==> src/rtl/hsi2c_pkg.sv <==
package hsi2c_pkg;
    localparam int REG_W = 16;

    // register offsets
    localparam logic [2:0] OFF_CTRL = 3'd0;
    localparam logic [2:0] OFF_CMD  = 3'd1;
    localparam logic [2:0] OFF_DATA = 3'd2;
    localparam logic [2:0] OFF_STAT = 3'd3;
    localparam logic [2:0] OFF_ISR  = 3'd4;
    localparam logic [2:0] OFF_MASK = 3'd5;
    localparam logic [2:0] OFF_TIM  = 3'd6;

    // interrupt source bit positions
    localparam int IB_ANACK = 0;
    localparam int IB_BEND  = 1;
    localparam int IB_STUCK = 2;
    localparam int N_IRQ    = 3;

    typedef enum logic [3:0] {
        ST_IDLE, ST_START, ST_LOW, ST_HIGH, ST_HOLD,
        ST_RS_A, ST_RS_B, ST_STP_A, ST_STP_B, ST_STP_C
    } bus_st_e;
endpackage

==> src/rtl/hsi2c_phase_timer.sv <==
module hsi2c_phase_timer #(
    parameter int CW = 9
) (
    input  logic          clk,
    input  logic          rst_n,
    input  logic          clr,
    input  logic          run,
    input  logic [CW-1:0] limit,
    input  logic          stuck,
    input  logic [CW-1:0] tmo,
    output logic          done,
    output logic          expired
);
    typedef struct packed {
        logic [CW-1:0] cnt;
        logic [CW-1:0] scnt;
    } tmr_s;

    tmr_s d, q;

    always_comb begin
        d = q;
        if (clr)      d.cnt = '0;
        else if (run) d.cnt = q.cnt + 1'b1;
        if (!stuck)                d.scnt = '0;
        else if (!(&q.scnt))       d.scnt = q.scnt + 1'b1;
    end

    assign done    = run && (q.cnt == limit - 1'b1);
    assign expired = stuck && (q.scnt > tmo);

    always_ff @(posedge clk or negedge rst_n) begin
        if (!rst_n) q <= '0;
        else        q <= d;
    end
endmodule

==> src/rtl/hsi2c_master.sv <==
module hsi2c_master
    import hsi2c_pkg::*;
#(
    parameter int HALF_W = 8,
    parameter int TMO_W  = 8
) (
    input  logic             clk,
    input  logic             rst_n,
    input  logic [2:0]       reg_addr,
    input  logic             reg_wr,
    input  logic [REG_W-1:0] reg_wdata,
    output logic [REG_W-1:0] reg_rdata,
    output logic             irq,
    input  logic             scl_in,
    output logic             scl_pull,
    input  logic             sda_in,
    output logic             sda_pull
);
    localparam int TIM_W = HALF_W + TMO_W;
    localparam int CNT_W = ((HALF_W > TMO_W) ? HALF_W : TMO_W) + 1;

    typedef struct packed {
        bus_st_e          st;
        logic             en, rdy, nnack, stp;
        logic [8:0]       cmd;
        logic             pend, dir, fast;
        logic [7:0]       wdat, rdat, sh;
        logic [3:0]       bitn;
        logic             addr_ph, rx, nack_now, ackl;
        logic [N_IRQ-1:0] isr, imr;
        logic [TIM_W-1:0] tim;
    } core_s;

    core_s d, q;
    logic tmr_clr, tmr_run, stuck, tmr_done, tmr_exp;
    logic scl_p, sda_p, drv_bit;
    logic [HALF_W-1:0] half_eff;
    logic [CNT_W-1:0]  lim_w, tmo_w;

    always_comb begin
        half_eff = q.fast ? (q.tim[HALF_W-1:0] >> 2) : q.tim[HALF_W-1:0];
        if (half_eff == '0) half_eff = {{(HALF_W-1){1'b0}}, 1'b1};
        lim_w = CNT_W'(half_eff);
        tmo_w = CNT_W'(q.tim[TIM_W-1:HALF_W]);
    end

    hsi2c_phase_timer #(.CW(CNT_W)) u_timer (
        .clk(clk), .rst_n(rst_n), .clr(tmr_clr), .run(tmr_run), .limit(lim_w),
        .stuck(stuck), .tmo(tmo_w), .done(tmr_done), .expired(tmr_exp)
    );

    // bit driven on SDA for the current slot: data bits when sending, ACK when receiving
    assign drv_bit = (q.bitn == 4'd8) ? (q.rx && !q.nack_now) : (!q.rx && !q.sh[7]);

    always_comb begin
        d = q;
        tmr_run = 1'b0;
        stuck   = 1'b0;
        scl_p   = 1'b0;
        sda_p   = 1'b0;

        // register writes (FSM events below take priority)
        if (reg_wr) begin
            case (reg_addr)
                OFF_CTRL: {d.stp, d.nnack, d.rdy, d.en} = reg_wdata[3:0];
                OFF_CMD:  begin d.cmd = reg_wdata[8:0]; d.pend = 1'b1; end
                OFF_DATA: d.wdat = reg_wdata[7:0];
                OFF_ISR:  d.isr = q.isr & ~reg_wdata[N_IRQ-1:0];
                OFF_MASK: d.imr = reg_wdata[N_IRQ-1:0];
                OFF_TIM:  d.tim = reg_wdata[TIM_W-1:0];
                default:  ;
            endcase
        end

        case (q.st)
            ST_IDLE: if (q.en && q.pend) begin
                d.pend = 1'b0; d.rdy = 1'b0;
                d.dir = q.cmd[7]; d.fast = q.cmd[8];
                d.st = ST_START;
            end
            ST_START: begin
                sda_p = 1'b1; tmr_run = 1'b1;
                if (tmr_done) begin
                    d.sh = {q.cmd[6:0], q.dir};
                    d.rx = 1'b0; d.addr_ph = 1'b1; d.bitn = '0;
                    d.st = ST_LOW;
                end
            end
            ST_LOW: begin
                scl_p = 1'b1; sda_p = drv_bit; tmr_run = 1'b1;
                if (tmr_done) d.st = ST_HIGH;
            end
            ST_HIGH: begin
                sda_p = drv_bit;
                if (scl_in) tmr_run = 1'b1; else stuck = 1'b1;
                if (tmr_exp) begin
                    d.isr[IB_STUCK] = 1'b1; d.st = ST_IDLE;
                end else if (tmr_done) begin
                    if (q.bitn != 4'd8) begin
                        d.sh   = {q.sh[6:0], q.rx ? sda_in : 1'b0};
                        d.bitn = q.bitn + 4'd1;
                        d.st   = ST_LOW;
                    end else begin
                        if (!q.rx) d.ackl = sda_in;
                        else       d.rdat = q.sh;
                        d.addr_ph = 1'b0;
                        if (q.addr_ph && sda_in) begin
                            d.isr[IB_ANACK] = 1'b1; d.st = ST_STP_A;
                        end else begin
                            d.isr[IB_BEND] = 1'b1; d.st = ST_HOLD;
                        end
                    end
                end
            end
            ST_HOLD: begin
                scl_p = 1'b1;
                if (q.rdy) begin
                    d.rdy = 1'b0;
                    if (q.stp) d.st = ST_STP_A;
                    else if (q.pend) begin
                        d.pend = 1'b0; d.dir = q.cmd[7]; d.fast = q.cmd[8];
                        d.st = ST_RS_A;
                    end else begin
                        d.bitn = '0; d.rx = q.dir; d.nack_now = q.nnack;
                        d.sh = q.wdat; d.st = ST_LOW;
                    end
                end
            end
            ST_RS_A: begin
                scl_p = 1'b1; tmr_run = 1'b1;
                if (tmr_done) d.st = ST_RS_B;
            end
            ST_RS_B: begin
                if (scl_in) tmr_run = 1'b1; else stuck = 1'b1;
                if (tmr_exp) begin d.isr[IB_STUCK] = 1'b1; d.st = ST_IDLE; end
                else if (tmr_done) d.st = ST_START;
            end
            ST_STP_A: begin
                scl_p = 1'b1; sda_p = 1'b1; tmr_run = 1'b1;
                if (tmr_done) d.st = ST_STP_B;
            end
            ST_STP_B: begin
                sda_p = 1'b1;
                if (scl_in) tmr_run = 1'b1; else stuck = 1'b1;
                if (tmr_exp) begin d.isr[IB_STUCK] = 1'b1; d.st = ST_IDLE; end
                else if (tmr_done) d.st = ST_STP_C;
            end
            ST_STP_C: begin
                tmr_run = 1'b1;
                if (tmr_done) d.st = ST_IDLE;
            end
            default: d.st = ST_IDLE;
        endcase

        if (!q.en) d.st = ST_IDLE;
        tmr_clr = (d.st != q.st);
    end

    always_ff @(posedge clk or negedge rst_n) begin
        if (!rst_n) q <= '{st: ST_IDLE, default: '0};
        else        q <= d;
    end

    assign scl_pull = q.en && scl_p;
    assign sda_pull = q.en && sda_p;
    assign irq      = |(q.isr & q.imr);

    always_comb begin
        case (reg_addr)
            OFF_CTRL: reg_rdata = {12'd0, q.stp, q.nnack, q.rdy, q.en};
            OFF_CMD:  reg_rdata = {7'd0, q.cmd};
            OFF_DATA: reg_rdata = {q.rdat, q.wdat};
            OFF_STAT: reg_rdata = {13'd0, (q.st == ST_HOLD), q.ackl, (q.st != ST_IDLE)};
            OFF_ISR:  reg_rdata = REG_W'(q.isr);
            OFF_MASK: reg_rdata = REG_W'(q.imr);
            OFF_TIM:  reg_rdata = REG_W'(q.tim);
            default:  reg_rdata = '0;
        endcase
    end

    // ---------------- assertions ----------------
    assert_hold_after_byte_R3: assert property (@(posedge clk) disable iff (!rst_n)
        ($rose(q.isr[IB_BEND]) && q.en) |-> scl_pull);

    assert_addr_nack_stop_R8: assert property (@(posedge clk) disable iff (!rst_n)
        ($rose(q.isr[IB_ANACK]) && q.en) |-> (scl_pull && sda_pull));

    assert_timeout_release_R13: assert property (@(posedge clk) disable iff (!rst_n)
        $rose(q.isr[IB_STUCK]) |-> (!scl_pull && !sda_pull));

    assert_disable_idle_R14: assert property (@(posedge clk) disable iff (!rst_n)
        !q.en |=> (reg_rdata[0] == 1'b0 || reg_addr != OFF_STAT) && !scl_pull && !sda_pull);

    for (genvar k = 0; k < N_IRQ; k++) begin : g_w1c
        assert_w1c_only_R11: assert property (@(posedge clk) disable iff (!rst_n)
            $fell(q.isr[k]) |-> $past(reg_wr && reg_addr == OFF_ISR && reg_wdata[k]));
    end
endmodule

==> config.mk <==
export PLATFORM = sky130hd
export DESIGN_NAME = hsi2c_master
export DESIGN_NICKNAME = d
export VERILOG_FILES = /design/src/rtl/hsi2c_pkg.sv /design/src/rtl/hsi2c_phase_timer.sv /design/src/rtl/hsi2c_master.sv
export SDC_FILE = /design/constraint.sdc
export NUM_CORES = 1
export LEC_CHECK = 0
export BUFFER_PORTS_ARGS = -buffer_cell sky130_fd_sc_hd__buf_2
export CAP_MARGIN = 10
export CORE_AREA = 10 10 105 107
export DETAILED_ROUTE_END_ITERATION = 16
export DIE_AREA = 0 0 115 117
export GPL_ROUTABILITY_DRIVEN = 1
export MAX_ROUTING_LAYER = met4
export PLACE_DENSITY = 0.83
export REMOVE_ABC_BUFFERS = 1
export SYNTH_ARGS = -nofsm -noshare
export SYNTH_HDL_FRONTEND = slang
export SYNTH_SLANG_ARGS = --single-unit
==> constraint.sdc <==
create_clock -name clk -period 5.9 [get_ports clk]
set_input_delay 0.295 -clock clk [delete_from_list [all_inputs] [get_ports clk]]
set_output_delay 0.295 -clock clk [all_outputs]
set_load 0.01 [all_outputs]
## Word-level counts from Yosys, hierarchy flattened

Cells that the tools add are included.

- Output and inout bits: 19
- Bits in writable memories: 0
- Memories kept: 0
- ROM bits: 0
- Bits in latches: 0
- Logic and storage cells: 175
- Register bits after elaboration: 92
- Input port bits: 24

- Bitwise gates (word level): 8
- Multipliers: 0
- $add $sub $neg: 4
- Order comparisons: 1
- Reduce and logical (&&, ||, !) cells: 39
- Shift-type cells: 0
- Divide/modulo/power cells: 0
- Eq/ne operators: 30
- Mux-type cells: 71

Operators with widths:

| cell | number |
|---|---|
| $pmux 16 s7 | 1 |
| $mux 4 | 16 |
| $mux 12 | 4 |
| $pmux 4 s10 | 1 |
| $mux 13 | 3 |
| $mux 9 | 4 |
| $pmux 12 s3 | 1 |
| $reduce_and 5->1 | 5 |
| $mux 3 | 8 |
| $mux 22 | 1 |
| $ne 2x2->1 const B | 11 |
| $add 9x1->9 const B | 2 |
| $eq 4x3->1 const B | 4 |
| $mux 16 | 1 |
| $mux 2 | 8 |
| $mux 8 | 2 |
| $mux 14 | 1 |
| $mux 1 | 13 |
| $eq 4x4->1 const B | 3 |
| $mux 10 | 1 |
| $pmux 1 s2 | 5 |
| $reduce_and 2->1 | 5 |
| $eq 3x3->1 const B | 3 |
| $eq 9x9->1 | 1 |
| other kinds (28) | 49 |

## Depth between registers and ports, before layout

Gate-level depths: netlist of run 1.

- Depth in word-level cells: 12
- Mapped depth: 14
- Gate-level depth less buffers: 11

## Modules after synthesis

Synthesis of run 1 repeated with hierarchy kept, for this count alone.

- Cells, all modules: 572
- Area total of the unflattened synthesis: 5600.4 µm²

By module, submodules not included:

| module | cells an instance | area each (µm²) | instances |
|---|---|---|---|
| hsi2c_master | 415 | 4182.8 | 1 |
| hsi2c_phase_timer | 157 | 1417.6 | 1 |

## Worst setup path before layout of run 1

OpenSTA, ideal clock, no wires.

- Kind: reg2reg
- Start point: register q[54] (netlist bit)
- End point: register q[30] (netlist bit)
- Path buffers: 2
- Slack: 2518 ps
- Setup time: 125 ps
- Period minus slack after synthesis: 3382 ps
- Arrival time: 3257 ps
- Cell stages (with the launch flop): 14
- Cell sequence: dfrtp_1 buf_2 o21bai_1 a31oi_1 ha_1 or3b_1 o311ai_1 and3b_1 o2111ai_1 nor4_2 a21o_2 nand2b_2 buf_12 mux2_4

- Cells in the longest elaborated chain, start to end: 8
- Elaborated cells on any way between the ends: 9

RTL lines:

| element | line | text |
|---|---|---|
| start, declared | hsi2c_master.sv:34 | `core_s d, q;` |
| start signal, assigned | hsi2c_master.sv:160 | `if (!rst_n) q <= '{st: ST_IDLE, default: '0};` |
| start signal, assigned | hsi2c_master.sv:161 | `else q <= d;` |
| $mux 8 * | hsi2c_master.sv:41 | `half_eff = q.fast ? (q.tim[HALF_W-1:0] >> 2) : q.tim[HALF_W-1:0];` |
| $logic_not 8->1 | hsi2c_master.sv:42 | `if (half_eff == '0) half_eff = {{(HALF_W-1){1'b0}}, 1'b1};` |
| $mux 8 * | hsi2c_master.sv:42 |  |
| $sub 8x1->9 * | hsi2c_phase_timer.sv:29 | `assign done = run && (q.cnt == limit - 1'b1);` |
| $eq 9x9->1 * | hsi2c_phase_timer.sv:29 |  |
| $logic_and 1x1->1 * | hsi2c_phase_timer.sv:29 |  |
| $ne 2x2->1 (no source line) | n/a |  |
| $reduce_and 8->1 (no source line) * | n/a |  |

Every way passes the cells marked *; elsewhere a longest branch is shown, timed or not.
A chain may end at the register's enable or synchronous reset.

## Worst setup path in the final report of run 1

- Start point: register q[54] (netlist bit)
- End point: register q[37] (netlist bit)

Same word-level chain as after synthesis.

==> results of run 1 <==
==> layer usage <==
| layer | up-vias | track usage, % | part of all wire [%] |
|---|---|---|---|
| met5 | - | - | 0 |
| met4 | 0 | 5.61 | 1.4 |
| met3 | 21 | 4.54 | 8.2 |
| met2 | 202 | 33.3 | 48 |
| met1 | 2218 | 27.6 | 43 |
| li1 | 2119 | - | - |
==> layout by cell type, fill, tap and decap left out, types with 4 or more instances in the layout <==
cell type / instances
a21oi_1: 13
or3_1: 6
and3_1: 4
nor2_1: 53
xnor2_1: 12
xor2_1: 15
clkbuf_8: 9
o21ai_0: 18
a211oi_1: 4
nand3_1: 12
a31oi_1: 11
ha_1: 14
a22oi_1: 13
buf_4: 6
mux2_4: 8
mux2_2: 51
buf_2: 41
inv_1: 21
dfrtp_1: 92
nand2_1: 63
mux2i_1: 18
nand4_1: 9
nor2b_1: 6
nor3_1: 24
==> worst reg2reg max path: stages (launching register included) <==
cell and delay, ps:
dfrtp_1 680, mux2_2 430, a31oi_1 230, ha_1 230
or3b_1 390, o311ai_1 300, and3b_1 220, o2111ai_1 150
nor4_4 300, buf_4 290, a21o_2 210, nand2b_2 320
mux2_4 340
==> final timing paths <==
check,startpoint,end,slack [ps],cells past startpoint
max in group asynchronous,rst_n,u_timer.q[1],4380,3
setup reg to reg,q[54],q[37],1700,12
hold reg to reg,q[41],q[41],530,1
hold / removal,reg_wdata[14],q[14],160,2
min in group asynchronous,rst_n,q[3],270,2
setup / recovery,q[54],q[37],1700,12
==> through the flow <==
step                      power [uW]  cells  setup WS, ps
after global routing            1830    716          1410
after CTS                       1730    716          1750
final                           1730    716          1700
after floorplan                 1150    541          1510
after global placement          1290    699          1940
after detailed placement        1320    699          1780
==> what timing repair did <==
| action | 4_1_cts | 5_1_grt |
|---|---|---|
| hold endpoints to repair | 6 | 0 |
| hold buffers | 1 | 0 |
| setup buffers | 0 | 0 |
==> area by class of cell <==
type                       instances  area (um2)  area share (%)
sequential                        92        2300            37.9
timing repair buffer              48         260            4.28
inverter                          21        78.8            1.30
clock buffer                       9         124            2.04
clock inverter                     7        67.6            1.11
tap                              111         139            2.29
multi-input combinational        428        3100            51.1
==> report_power, final <==
part | internal, uW | switching [uW] | leakage [uW]
Combinational | 222 | 241 | 0.00145
Clock | 164 | 248 | 0.0000993
Sequential | 718 | 139 | 0.00119
Total | 1100 | 627 | 0.00274
==> flip-flops by register name, summed over array words and instances, names as in the netlist <==
signal,count
u_timer.q,18
q,74
==> kinds of logic (layout without fill, tap and decap cells) <==
kind of cell | Yosys count | in the layout | share of synthesized area (%)
XOR/XNOR | 27 | 27 | 4.19
multiplexers | 79 | 79 | 16.3
AO/OA/AOI/OAI | 99 | 99 | 12.6
flip-flops | 92 | 92 | 40.8
adder cells (fa/ha/maj) | 14 | 14 | 3.11
AND/OR/NAND/NOR | 209 | 209 | 18.4
buffers and inverters | 53 | 85 | 4.55
==> flow_metrics.tcl, run 1 <==
set metrics [dict create \
    outcome "complete, no violations" \
    place.gp.congestion 0.977 \
    vias 4560 \
    period_needed_ps 4200 \
    place_area_um2 5870 \
    firstDrtPassIters 6 \
    synth_area_leaders "dfrtp_1, mux2_2, nand2_1" \
    maxSlewViolCount 0 \
    path_delay_family "simple AND/OR/NAND/NOR gates" \
    grt_max_degree 87 \
    irDropWorstVdd_mv 0.125 \
    drtAntennaViolNets 0 \
    max_cap_viol_count 0 \
    io_pins 43 \
    synth_area_leader_cell "dfrtp_1" \
    worstSetupPathType "register to register" \
    synth.most_common_cell "dfrtp_1" \
    tritoncts "built" \
    rsz0062_at_grt "no" \
    slew_headroom_pct 28.6 \
    synth_top_cell_area_share_pct 40.8 \
    cp_num_buf_inv 1 \
    yosys_warnings 0 \
    min_path_type "primary input to register" \
    place_hpwl_um 10000 \
    gr-total-overflow 0 \
    async_flop_share_pct 100 \
    clkSinkCount 92 \
    drtIter0Drc 549 \
    wl_um 13700 \
    yosysUniqueCellTypes 71 \
    rows 35 \
    syn_area_per_cell_um2 9.84 \
    fin_skew_ps 14.1 \
    path_max_fanout 22 \
    viasPerCell 6.37 \
    start_util_pct 62.5 \
    fmax_mhz 238 \
    fillers 681 \
    cts-root-buf "clkbuf_8" \
    power_density_nw_per_um2 285 \
    cts.clk_slew.worst_paths_ps 100 \
    cp.arrival_ps 4440 \
    synth-edff-count 0 \
    final_area_um2 6070 \
    postSynthCellCount 573 \
    grt_first_pass_wirelength_um 23000 \
    p_leak_uw 0.00274 \
    synth_area_um2 5640 \
    final_core_util_pct 67.3 \
    grt_pass1_vias 4523 \
    grt_usage_pct 21.3 \
    num_antenna_cells 0 \
    seq_area_frac_synth_pct 40.8 \
    tns_ps 0 \
    post_cts_resized 0 \
    drc 0 \
    slowest_stage "dfrtp_1" \
    wl_per_cell_um 19.1 \
    timing.hold.ws_ps 160 \
    clk_path_buf_depth 2 \
    core-area_um2 9020 \
    io_buffers 42 \
    setup_viol 0 \
    tightest_slew_ps 1070 \
    layout-drive-gt1-share_pct 23.3 \
    htree_levels 3 \
    clk_latency_ps 360 \
    nets 638 \
    die_area_um2 13500 \
    synth_ff_type "dfrtp_1" \
    numCtsBuffers 9 \
    hold_viol 0 \
    ys_ff_latch 92 \
    slowest_delay_ps 680 \
    area_growth_pct 7.70 \
    antenna_found_initial 0 \
    die_h_um 117 \
    path_cells "mux2_2 > a31oi_1 > ha_1 > or3b_1 > o311ai_1 > and3b_1 > o2111ai_1 > nor4_4 > buf_4 > a21o_2 > nand2b_2 > mux2_4" \
    cp.required_ps 6140 \
    post-route-period-util_pct 71.2 \
    start_kind "register" \
    fp.dieW_um 115 \
    synth_common_cells "dfrtp_1, nand2_1, nor2_1" \
    endpoint_kind "register" \
]
(Power assumes the default switching activity.)
==> run 2, diff against run 1 <==
--- a/config.mk
+++ b/config.mk
@@ -5,14 +5,15 @@
 export SDC_FILE = /design/constraint.sdc
 export NUM_CORES = 1
 export LEC_CHECK = 0
+export ABC_AREA = 1
 export BUFFER_PORTS_ARGS = -buffer_cell sky130_fd_sc_hd__buf_2
 export CAP_MARGIN = 10
-export CORE_AREA = 10 10 105 107
+export CORE_AREA = 10 10 112 114
 export DETAILED_ROUTE_END_ITERATION = 16
-export DIE_AREA = 0 0 115 117
+export DIE_AREA = 0 0 122 124
 export GPL_ROUTABILITY_DRIVEN = 1
 export MAX_ROUTING_LAYER = met4
-export PLACE_DENSITY = 0.83
+export PLACE_DENSITY = 0.76
 export REMOVE_ABC_BUFFERS = 1
 export SYNTH_ARGS = -nofsm -noshare
 export SYNTH_HDL_FRONTEND = slang
==> constraint.sdc (replaced) <==
create_clock -name clk -period 3.62 [get_ports clk]
set_input_delay 0.181 -clock clk [delete_from_list [all_inputs] [get_ports clk]]
set_output_delay 0.181 -clock clk [all_outputs]
set_load 0.01 [all_outputs]
==> flow_metrics.tcl, run 2 <==
set metrics [dict create \
    outcome "complete, no violations" \
    rows 37 \
    seq_area_frac_synth_pct 41.2 \
    gr-total-overflow 0 \
    slowest_stage "dfrtp_2" \
    largest_register_ffs 74 \
    synth_common_cells "nand2_1, inv_1, dfrtp_1" \
    syn_area_per_cell_um2 7.49 \
    finalNonFillerCells 937 \
    combPwrFrac_pct 36.2 \
    r2r_start "q[54]" \
    die_h_um 124 \
    path_depth 25 \
    drc 0 \
    slew_headroom_pct 33.6 \
    die_area_um2 15100 \
    place.gp.congestion 1.02 \
    regMostFlops "q" \
    fmax_mhz 299 \
    p_switching_uw 1280 \
    viasPerCell 5.56 \
    worstSetupPathType "register to register" \
    path_max_fanout 11 \
    synth-edff-count 0 \
    max_cap_viol_count 0 \
    synth_ff_type "dfrtp_1" \
    grt_usage_pct 21.2 \
    area_growth_pct 10.9 \
    netSwitchingFraction_pct 40.6 \
    crit_top_cell "nand2_1" \
    core-area_um2 10200 \
    cts.clk_slew.worst_paths_ps 100 \
    yosys_warnings 0 \
    layout-drive-gt1-share_pct 15.7 \
    grt_first_pass_wirelength_um 24800 \
    min_path_cells 3 \
    irDropWorstVdd_mv 0.338 \
    io_pins 43 \
    p_leak_uw 0.00319 \
    clk_latency_ps 380 \
    dp.cells 918 \
    wl_um 15100 \
    intPower_uw 1880 \
    cp.arrival_ps 3640 \
    grt_busiest_layer "met2" \
    synth_top_cell_area_share_pct 41.2 \
    fin_skew_ps 19.2 \
    tritoncts "built" \
    fp.dieW_um 122 \
    start_util_pct 54.6 \
    place_area_um2 5950 \
    grt_max_degree 70 \
    cp.required_ps 3910 \
    tightest_slew_ps 993 \
    ys_ff_latch 92 \
    antenna_found_initial 0 \
    synth_area_leaders "dfrtp_1, nand2_1, inv_1" \
    min_path_type "primary input to register" \
    htree_levels 3 \
    groute.layer.met2.usage_pct 32.3 \
    synth_area_um2 5590 \
    final_area_um2 6200 \
    post-route-period-util_pct 92.5 \
    use_met1_pct 27.2 \
    final_common_cell "nand2_1" \
    clkSinkCount 92 \
    nets 834 \
    reg2regPathDepth 25 \
    hold_viol 0 \
    synth.most_common_cell "nand2_1" \
    grt_util_met3_pct 3.98 \
    startpoint "q[54]" \
    r2r-end "u_timer.q[11]" \
    drtIter0Drc 448 \
    place_hpwl_um 11600 \
    io_buffers 42 \
    power_density_nw_per_um2 510 \
    postSynthCellCount 746 \
    synth_area_leader_cell "dfrtp_1" \
    yosysUniqueCellTypes 49 \
    cp_num_buf_inv 2 \
    wl_per_cell_um 16.1 \
    endpoint_kind "register" \
    async_flop_share_pct 100 \
    path_delay_family "simple AND/OR/NAND/NOR gates" \
    num_antenna_cells 0 \
    period_needed_ps 3350 \
    numCtsBuffers 9 \
    clk_path_buf_depth 2 \
    drtAntennaViolNets 0 \
    vias 5213 \
    p_clk_share_pct 22.1 \
    crit_end "u_timer.q[11]" \
    timing.hold.ws_ps 38.1 \
    cts-root-buf "clkbuf_8" \
    start_kind "register" \
    r2r_slack_ps 270 \
    top_regs "q x74, u_timer.q x18" \
    grt_pass1_vias 5014 \
    mostFrequentLayoutCells "nand2_1, inv_1, dfrtp_1, o21ai_0, nand3_1" \
    maxSlewViolCount 0 \
    slowest_delay_ps 450 \
    seqPwrFrac_pct 41.7 \
    firstDrtPassIters 7 \
    setup_viol 0 \
]
-- run 2: timing repair --
| action | in CTS | in global routing |
|---|---|---|
| buffers inserted | 0 | 2 |
| setup endpoints to repair | 0 | 21 |
| hold endpoints to repair | 68 | 0 |
| gates resized for setup | 0 | 7 |
| hold buffers | 1 | 0 |
-- run 2: tightest hold or removal path, delay by kind of cell --
family,cells,cell delay [ps]
compound gates,1,100
buf+inv,1,80
simple gates,1,30
-- run 2: cell type report --
| type | instances | area (um2) |
|---|---|---|
| sequential | 92 | 2300 |
| clock inverter | 5 | 41.3 |
| fill | 930 | 4030 |
| inverter | 117 | 444 |
| multi-input combinational | 523 | 2790 |
| timing repair buffer | 53 | 298 |
| clock buffer | 11 | 151 |
| tap | 136 | 170 |
-- run 2: logic make-up after synthesis --
kind of cell               after synthesis  share of synthesized area (%)
AOI/OAI and AO/OA                      134                           14.2
xor gates and xnor gates                 9                           1.41
adders and majority gates               14                           3.13
buffers and inverters                  131                           9.31
DFF                                     92                           41.2
muxes                                    4                          0.761
and+or+nand+nor                        362                           30.0
-- run 2: power by group through the flow --
stage	Clock [uW]	Sequential, uW	Combinational, uW
floorplan	0	1300	784
global placement	0	1320	1060
detailed placement	0	1330	1080
CTS	704	1310	1090
global route	754	1340	1290
finish	700	1320	1140
-- run 2: worst min path at each step --
stage	start	end	slack [ps]
2_1_floorplan	rst_n	q[0]	-110
3_3_place_gp	rst_n	q[48]	350
3_5_place_dp	rst_n	q[59]	360
4_1_cts	reg_wdata[13]	q[13]	40
5_1_grt	reg_wdata[11]	q[11]	40
6_report	reg_wdata[13]	q[13]	40
-- run 2: metal layers --
metal / share of wire [%] / vias up
li1: - / 2550
met1: 47 / 2442
met2: 45 / 189
met3: 5.6 / 32
met4: 2.7 / 0
met5: 0 / -
-- run 2: through the flow --
step	setup TNS, ps	util [%]	worst slack, ps	power [uW]
after global routing	-136	60.6	-40.0	3380
final	0	60.6	271	3160
after global placement	0	58.2	304	2380
after CTS	0	60.2	138	3100
after floorplan	0	-	359	2090
after detailed placement	0	58.2	182	2410
==> run 3, diff against run 2 <==
--- a/config.mk
+++ b/config.mk
@@ -7,13 +7,12 @@
 export LEC_CHECK = 0
 export ABC_AREA = 1
 export BUFFER_PORTS_ARGS = -buffer_cell sky130_fd_sc_hd__buf_2
-export CAP_MARGIN = 10
-export CORE_AREA = 10 10 112 114
+export CAP_MARGIN = 15
+export CORE_AREA = 10 10 123 125
 export DETAILED_ROUTE_END_ITERATION = 16
-export DIE_AREA = 0 0 122 124
+export DIE_AREA = 0 0 133 135
 export GPL_ROUTABILITY_DRIVEN = 1
 export MAX_ROUTING_LAYER = met4
-export PLACE_DENSITY = 0.76
 export REMOVE_ABC_BUFFERS = 1
 export SYNTH_ARGS = -nofsm -noshare
 export SYNTH_HDL_FRONTEND = slang
==> flow_metrics.tcl, run 3 (synthesis results as in run 2) <==
set metrics [dict create \
    clk_latency_ps 350 \
    drtIter0Drc 426 \
    max_cap_viol_count 0 \
    viasPerCell 5.32 \
    antenna_found_initial 0 \
    p_leak_uw 0.00331 \
    fmax_mhz 297 \
    slew_headroom_pct 31.0 \
    nets 842 \
    place.gp.congestion 0.963 \
    slowest_delay_ps 480 \
    grt_pass1_vias 4973 \
    final_common_cell "nand2_1" \
    worstSetupPathType "register to register" \
    drc 0 \
    path_cells "buf_6 > nand2_2 > nand2_4 > nor2_4 > nand3_4 > nand2_2 > inv_2 > ha_4 > xor2_1 > nand2_1 > nor2_1 > nand3_1 > nor2_1 > nand2_1 > nor2_4 > buf_4 > nand2_2 > nand2_2 > nand2_1 > o21ai_2 > nand3_1 > nand2_2 > nand3_2 > nor3_2" \
    period_needed_ps 3370 \
    drtAntennaViolNets 0 \
    num_antenna_cells 0 \
    r2r_start "q[54]" \
    outcome "complete, no violations" \
    fin_skew_ps 10.7 \
    tightest_slew_ps 1030 \
    mostFrequentLayoutCells "nand2_1, inv_1, dfrtp_1, o21ai_0, nand3_1" \
    min_path_type "primary input to register" \
    top_regs "q x74, u_timer.q x18" \
    grt_usage_pct 18.4 \
    start_kind "register" \
    htree_levels 3 \
    core-area_um2 12600 \
    cts.clk_slew.worst_paths_ps 70 \
    hold_viol 0 \
    netSwitchingFraction_pct 38.2 \
    p_switching_uw 1350 \
    largest_register_ffs 74 \
    io_buffers 42 \
    path_depth 24 \
    area_growth_pct 16.4 \
    crit_end "u_timer.q[15]" \
    slowest_stage "dfrtp_2" \
    start_util_pct 44.5 \
    wl_um 16100 \
    timing.hold.ws_ps 74.4 \
    numCtsBuffers 9 \
    maxSlewViolCount 0 \
    layout-drive-gt1-share_pct 17.7 \
    rows 41 \
    place_hpwl_um 12300 \
    path_delay_family "simple AND/OR/NAND/NOR gates" \
    post-route-period-util_pct 93.2 \
    wl_per_cell_um 16.5 \
    die_h_um 135 \
    cts-root-buf "clkbuf_16" \
    grt_max_degree 42 \
    combPwrFrac_pct 34.1 \
    gr-total-overflow 0 \
    regMostFlops "q" \
    cp_num_buf_inv 3 \
    firstDrtPassIters 5 \
    intPower_uw 2190 \
    cp.arrival_ps 3650 \
    r2r-end "u_timer.q[15]" \
    setup_viol 0 \
    r2r_slack_ps 250 \
    irDropWorstVdd_mv 0.265 \
    finalNonFillerCells 981 \
    tritoncts "built" \
    vias 5220 \
    grt_first_pass_wirelength_um 26000 \
    fp.dieW_um 133 \
    seqPwrFrac_pct 37.6 \
    dp.cells 955 \
    reg2regPathDepth 24 \
    path_max_fanout 7 \
    endpoint_kind "register" \
    cp.required_ps 3890 \
    io_pins 43 \
    clk_path_buf_depth 2 \
    die_area_um2 18000 \
    crit_top_cell "nand2_2" \
    p_clk_share_pct 28.3 \
    clkSinkCount 92 \
    fillers 1226 \
    startpoint "q[54]" \
    power_density_nw_per_um2 544 \
]
## run 3: changes by cell type in the layout (fill, tap and decap cells not counted), sizes merged
cell      delta
buf          +4
clkinv       +2
nand2        +2
bufinv       +1
clkbuf       -1
clkinvlp     -1
nand3        +1
## run 3: cell type report
| cell class | count | area (um2) | area share, % |
|---|---|---|---|
| Tap cell | 172 | 215 | 3.31 |
| Multi-Input combinational cell | 526 | 2890 | 44.4 |
| Sequential cell | 92 | 2300 | 35.4 |
| Clock inverter | 6 | 76.3 | 1.17 |
| Timing Repair Buffer | 57 | 332 | 5.10 |
| Timing Repair inverter | 1 | 5.00 | 0.0769 |
| Inverter | 117 | 449 | 6.90 |
| Clock buffer | 10 | 239 | 3.67 |
## run 3: repair_timing
| action | in CTS | in global routing |
|---|---|---|
| hold endpoints to repair | 20 | 0 |
| endpoints found under the setup margin | 0 | 31 |
| gates resized for setup | 0 | 27 |
| hold buffers | 1 | 0 |
| buffers inserted | 0 | 5 |
## run 3: how the worst min path moves through the flow
stage                   from            to  cells after the start
2_1_floorplan          rst_n          q[0]                      0
5_1_grt        reg_wdata[14]         q[14]                      3
3_3_place_gp           rst_n  u_timer.q[6]                      1
4_1_cts        reg_wdata[14]         q[14]                      3
6_report       reg_wdata[13]         q[13]                      3
3_5_place_dp           rst_n  u_timer.q[6]                      1
## run 3: worst reg2reg max path, stage by stage (launching register included)
cell and delay (ps):
dfrtp_2 480, buf_6 170, nand2_2 70, nand2_4 80, nor2_4 130, nand3_4 120
nand2_2 100, inv_2 60, ha_4 250, xor2_1 120, nand2_1 60, nor2_1 120
nand3_1 90, nor2_1 90, nand2_1 120, nor2_4 190, buf_4 140, nand2_2 100
nand2_2 80, nand2_1 60, o21ai_2 70, nand3_1 100, nand2_2 140, nand3_2 150
nor3_2 200
## run 3: metal layers
metal  GRT usage (%)  vias up  wire length [um]
met1            24.2     2502              7850
met4            5.56        0               288
met2            28.3      130              7280
met5               -        -                 0
li1                -     2564                 -
met3            3.45       24               726
## run 3: metrics by stage
| stage | setup WS (ps) | util, % | instance area [um2] | TNS, ps | total power (uW) |
|---|---|---|---|---|---|
| 2_1_floorplan | 359 | - | 5510 | 0 | 2090 |
| 3_3_place_gp | 100 | 47.8 | 6010 | 0 | 2390 |
| 3_5_place_dp | 27.8 | 47.8 | 6010 | 0 | 2390 |
| 4_1_cts | 13.5 | 50.4 | 6330 | 0 | 3410 |
| 5_1_grt | -49.2 | 51.8 | 6510 | -314 | 3780 |
| 6_report | 248 | 51.8 | 6510 | 0 | 3540 |
## run 3: power groups by stage
stage               clock network (uW)  logic [uW]  registers (uW)
finish                            1000        1210            1330
CTS                               1020        1070            1320
floorplan                            0         784            1300
detailed placement                   0        1060            1340
global placement                     0        1060            1330
global route                      1070        1350            1350
